==> config.mk <==
export PLATFORM = sky130hd
export DESIGN_NAME = adc_cmp_monitor
export DESIGN_NICKNAME = d
export VERILOG_FILES = /design/src/rtl/adc_cmp_pkg.sv /design/src/rtl/cmp_cfg_reg.sv /design/src/rtl/cmp_match_eval.sv /design/src/rtl/cmp_run_counter.sv /design/src/rtl/adc_cmp_monitor.sv
export SDC_FILE = /design/constraint.sdc
export NUM_CORES = 1
export LEC_CHECK = 0
export BUFFER_PORTS_ARGS = -buffer_cell sky130_fd_sc_hd__clkbuf_2
export CORE_UTILIZATION = 45
export CTS_CLUSTER_DIAMETER = 30
export CTS_CLUSTER_SIZE = 12
export DETAILED_ROUTE_END_ITERATION = 6
export PLACE_DENSITY = 0.73
export SETUP_SLACK_MARGIN = 0.05
export SLEW_MARGIN = 20
export SYNTH_ARGS = -nofsm -noshare
export SYNTH_HDL_FRONTEND = slang
export SYNTH_SLANG_ARGS = --single-unit
==> constraint.sdc <==
create_clock -name clk -period 5.35 [get_ports clk]
set_input_delay 0 -clock clk [delete_from_list [all_inputs] [get_ports clk]]
set_output_delay 0 -clock clk [all_outputs]
set_load 0.05 [all_outputs]
==> src/rtl/adc_cmp_pkg.sv <==
package adc_cmp_pkg;
  // Bit positions inside the configuration word
  localparam int unsigned BIT_EN      = 0;
  localparam int unsigned BIT_IE      = 1;
  localparam int unsigned BIT_DIR     = 2;
  localparam int unsigned CH_LSB      = 3;
  localparam int unsigned RUN_LSB     = 8;
  localparam int unsigned THR_LSB     = 16;

  typedef enum logic {
    DIR_BELOW   = 1'b0,
    DIR_AT_OVER = 1'b1
  } dir_e;
endpackage

==> src/rtl/cmp_cfg_reg.sv <==
module cmp_cfg_reg #(
  parameter int unsigned CFG_W  = 32,
  parameter int unsigned CH_W   = 3,
  parameter int unsigned RUN_W  = 4,
  parameter int unsigned DATA_W = 10
) (
  input  logic              clk,
  input  logic              rst,
  input  logic              we,
  input  logic [CFG_W-1:0]  wdata,
  output logic              en,
  output logic              ie,
  output adc_cmp_pkg::dir_e dir,
  output logic [CH_W-1:0]   ch,
  output logic [RUN_W-1:0]  run_len,
  output logic [DATA_W-1:0] thr
);
  import adc_cmp_pkg::*;

  always_ff @(posedge clk) begin
    if (rst) begin
      en      <= 1'b0;
      ie      <= 1'b0;
      dir     <= DIR_BELOW;
      ch      <= '0;
      run_len <= '0;
      thr     <= '0;
    end else if (we) begin
      en      <= wdata[BIT_EN];
      ie      <= wdata[BIT_IE];
      dir     <= dir_e'(wdata[BIT_DIR]);
      ch      <= wdata[CH_LSB +: CH_W];
      run_len <= wdata[RUN_LSB +: RUN_W];
      thr     <= wdata[THR_LSB +: DATA_W];
    end
  end
endmodule

==> src/rtl/cmp_match_eval.sv <==
module cmp_match_eval #(
  parameter int unsigned CH_W   = 3,
  parameter int unsigned DATA_W = 10
) (
  input  logic              en,
  input  adc_cmp_pkg::dir_e dir,
  input  logic [CH_W-1:0]   ch,
  input  logic [DATA_W-1:0] thr,
  input  logic              blocked,
  input  logic              res_valid,
  input  logic [CH_W-1:0]   res_chan,
  input  logic [DATA_W-1:0] res_data,
  output logic              tested,
  output logic              qualifies
);
  import adc_cmp_pkg::*;

  logic below;

  always_comb begin
    tested    = en && res_valid && !blocked && (res_chan == ch);
    below     = (res_data < thr);
    qualifies = (dir == DIR_BELOW) ? below : !below;
  end
endmodule

==> src/rtl/cmp_run_counter.sv <==
module cmp_run_counter #(
  parameter int unsigned RUN_W = 4
) (
  input  logic             clk,
  input  logic             rst,
  input  logic             restart,
  input  logic             tested,
  input  logic             qualifies,
  input  logic [RUN_W-1:0] run_len,
  output logic             done,
  output logic [RUN_W-1:0] cnt
);
  logic [RUN_W-1:0] cnt_q;

  assign done = tested && qualifies && (cnt_q == run_len);
  assign cnt  = cnt_q;

  always_ff @(posedge clk) begin
    if (rst || restart) begin
      cnt_q <= '0;
    end else if (tested) begin
      if (!qualifies || done) cnt_q <= '0;
      else                    cnt_q <= cnt_q + 1'b1;
    end
  end
endmodule

==> src/rtl/adc_cmp_monitor.sv <==
module adc_cmp_monitor #(
  parameter int unsigned CFG_W  = 32,
  parameter int unsigned CH_W   = 3,
  parameter int unsigned RUN_W  = 4,
  parameter int unsigned DATA_W = 10
) (
  input  logic              clk,
  input  logic              rst,
  input  logic              cfg_we,
  input  logic [CFG_W-1:0]  cfg_wdata,
  input  logic              flag_clr,
  input  logic              res_valid,
  input  logic [CH_W-1:0]   res_chan,
  input  logic [DATA_W-1:0] res_data,
  output logic              cmp_flag,
  output logic              cmp_irq
);
  import adc_cmp_pkg::*;

  logic              en_q, ie_q;
  dir_e              dir_q;
  logic [CH_W-1:0]   ch_q;
  logic [RUN_W-1:0]  run_len_q;
  logic [DATA_W-1:0] thr_q;
  logic              tested, qualifies, done;
  logic [RUN_W-1:0]  cnt;
  logic              flag_d, ie_d;

  cmp_cfg_reg #(.CFG_W(CFG_W), .CH_W(CH_W), .RUN_W(RUN_W), .DATA_W(DATA_W)) u_cfg (
    .clk(clk), .rst(rst), .we(cfg_we), .wdata(cfg_wdata),
    .en(en_q), .ie(ie_q), .dir(dir_q), .ch(ch_q), .run_len(run_len_q), .thr(thr_q)
  );

  cmp_match_eval #(.CH_W(CH_W), .DATA_W(DATA_W)) u_eval (
    .en(en_q), .dir(dir_q), .ch(ch_q), .thr(thr_q), .blocked(cfg_we),
    .res_valid(res_valid), .res_chan(res_chan), .res_data(res_data),
    .tested(tested), .qualifies(qualifies)
  );

  cmp_run_counter #(.RUN_W(RUN_W)) u_run (
    .clk(clk), .rst(rst), .restart(cfg_we || !en_q),
    .tested(tested), .qualifies(qualifies), .run_len(run_len_q),
    .done(done), .cnt(cnt)
  );

  always_comb begin
    flag_d = done ? 1'b1 : (flag_clr ? 1'b0 : cmp_flag);
    ie_d   = cfg_we ? cfg_wdata[BIT_IE] : ie_q;
  end

  always_ff @(posedge clk) begin
    if (rst) begin
      cmp_flag <= 1'b0;
      cmp_irq  <= 1'b0;
    end else begin
      cmp_flag <= flag_d;
      cmp_irq  <= flag_d && ie_d;
    end
  end
endmodule

==> out/results.txt <==
Chip width - 57.38 µm
First-pass GRT wire length - 5402 µm
Synthesized area per cell - 9.079 µm²
Post-synthesis register bit count - 26
Finished Layout Cells - 240
CP Launch Type - flip-flop
Top-area cell type share of the netlist area - 0.3772
Yosys cell types - 31
WP data arrival - 2390 ps
GP Congestion - 0.7736
Peak Freq - 467.3 MHz
Startpoint of the worst register-to-register path - u_cfg.thr[7]
Failing checks - DRC
CTS max path bufs - 2
R2R depth - 7
Worst Tran Pin Value - 735.3 ps
Maximum vdd drop - 0.0001975 V
Initial antenna violation count - 0
Fin crit share - 0.4000
Tmin final - 2140 ps
Core box area - 2829 µm²
Reg2Reg Setup Slack - 3210 ps
Clk_skew - 9.140 ps
Setup violators final - 0
FP Rows - 19
Initial DRC Count - 51
Most common cell after layout, fill and taps aside - clkbuf_2
Setup tns final - 0 ps
Largest net degree at the start of global routing - 25
Overall power - 0.0003836 W
Root buffer cell - clkbuf_4
Max_slew headroom - 0.5060
Congestion Overflow GR - 0
Max FO, Critical Path - 8
Synth area leaders - dfxtp_1 (38%), mux2i_1 (15%), ha_1 (9.1%)
Count of final hold-check violations - 0
Post-Syn Instances - 152
Die area - 3292 µm²
Yosys warning count - 0
Wire length per cell - 13.36 µm
HP Start - cfg_wdata[1]
Total track usage - 0.2133
Leakage - 0.8389 nW
Sw Ratio - 0.2585
Reg clk slew, reported paths - 140 ps
Sequential share of the synthesized area - 0.3772
CTS tree - yes
Starting Density - 0.4878
Switch Pwr - 0.00009916 W
IO buf count - 39
Setup Crit Path Kind - reg -> reg
DIE HEIGHT - 57.38 µm
Antenna diode count - 0
Post-Route WL - 3206 µm
Placed Instances - 216
Most frequent cells in the layout - clkbuf_2 (39), dfxtp_1 (26), nor2_1 (24)
Fillers - 254
Total CTS buffers - 3
Worst skew pair latency - 330 ps
Post-CTS Resized - 0
Clock power share - 0.267
H-tree levels - 1
Vias in the first global route - 1316
CP endpoint kind - flip-flop
R2R Path End - cmp_flag
Vias per inst - 5.383
Area Overhead vs Synth - 32.09%
Pint - 0.0002844 W
Sequential Power Share - 0.543
RSZ-0062 raised after global routing - no
Logic pwr share - 0.190
Net Count, Synth - 212
Synth area leader - dfxtp_1
Clock sinks - 26
Cell Area, Synth - 1380 µm²
Fraction of layout cells with a size suffix above 1 - 0.2201
Final antenna-violating net count - 0
Reg area - 520.5 µm²
Power Dens Cells - 210.4 nW/µm²
Drt first pass iters - 7
Outcome - finished with violations
Final Max Slew Viols - 0
Area of the multi-input gates - 775.7 µm²
Worst Hold End - u_cfg.ie
Worst hold path class - in -> reg
Data required time of the critical path - 5600 ps
Vias - 1292
Top Ports - 52
Max-Cap Viols - 0
WHS Path Cells - 3
Drt drc - 2
Post-DP HPWL - 2209 µm
Nets - 270
-- worst max-delay path, stage by stage (launching register included) --
cell      delay [ps]
dfxtp_1          360
inv_1             50
ha_1             300
a211oi_2         190
nor2_1            60
or3_1            470
or4b_1           540
o311ai_1          80
-- synthesized netlist by cell type, drive strengths merged --
cell type / count
xnor2: 7
nor4: 2
o21a: 2
a211o: 1
or2: 1
or4: 4
nand2b: 1
or3: 2
o211ai: 2
nor3: 5
dfxtp: 26
a21oi: 1
a41oi: 1
o311ai: 1
nand3: 6
mux2: 1
nand3b: 1
inv: 15
o2111ai: 2
nor2: 24
or4b: 1
ha: 10
nand2: 1
a211oi: 3
o21ai: 2
buf: 4
clkbuf: 2
and3b: 1
mux2i: 20
nand4: 3
-- flip-flops by register name, indices dropped and copies added (netlist names) --
signal and count:
u_cfg.thr 10, u_cfg.run_len 4, u_run.cnt 4, u_cfg.ch 3, cmp_flag 1, cmp_irq 1, u_cfg.dir 1, u_cfg.en 1
u_cfg.ie 1
-- stage by stage --
| stage | area, µm² | hold slack (ps) | utilization | setup slack [ps] |
|---|---|---|---|---|
| after floorplan | 1380 | 95.90 | - | 3372 |
| after global placement | 1587 | 236.9 | 0.5608 | 3103 |
| after detailed placement | 1587 | 243.6 | 0.5608 | 3076 |
| after CTS | 1823 | 38.21 | 0.6444 | 3216 |
| after global routing | 1823 | 57.00 | 0.6444 | 3105 |
| final | 1823 | 43.68 | 0.6444 | 3210 |
-- per-layer routing --
layer,GRT usage,vias to the layer above,part of all wire
met5,0,-,0
met4,0.08014,0,0.015
met3,0.02041,5,0.041
met2,0.4103,45,0.51
met1,0.2390,590,0.44
li1,-,652,-
-- worst max path at each step --
| stage | from | to | slack (ps) |
|---|---|---|---|
| 2_1_floorplan | u_cfg.thr[7] | cmp_flag | 3370 |
| 3_3_place_gp | cfg_we | cmp_flag | 3100 |
| 3_5_place_dp | cfg_we | cmp_flag | 3080 |
| 4_1_cts | u_cfg.thr[7] | cmp_flag | 3220 |
| 5_1_grt | u_cfg.en | u_run.cnt[0] | 3100 |
| 6_report | u_cfg.thr[7] | cmp_flag | 3210 |
-- power groups by stage --
| stage | registers, W | logic (W) | clock network, W |
|---|---|---|---|
| 4_1_cts | 0.000208 | 0.0000723 | 0.000105 |
| 6_report | 0.000208 | 0.0000729 | 0.000102 |
| 5_1_grt | 0.000210 | 0.0000808 | 0.000110 |
| 3_3_place_gp | 0.000212 | 0.0000579 | 0 |
| 3_5_place_dp | 0.000213 | 0.0000607 | 0 |
| 2_1_floorplan | 0.000211 | 0.0000394 | 0 |
-- what timing repair did --
item | 4_1_cts | 5_1_grt
hold buffers | 20 | 0
endpoints found under the hold margin | 21 | 0
setup buffers | 0 | 0
-- layout make-up --
type / instances / area share
clock buffers: 4 / 0.01990
inverters: 15 / 0.03089
well taps: 31 / 0.02128
repair buffers: 59 / 0.2169
flip-flops and latches: 26 / 0.2855
multi-input cells: 105 / 0.4255
-- cell families after synthesis --
group,synth area share
DFF,0.3772
adders and majority gates,0.09066
xor gates and xnor gates,0.04443
muxes,0.1532
buffers and inverters,0.06074
and+or+nand+nor,0.1895
AOI/OAI and AO/OA,0.08431
(Power assumes the default switching activity.)
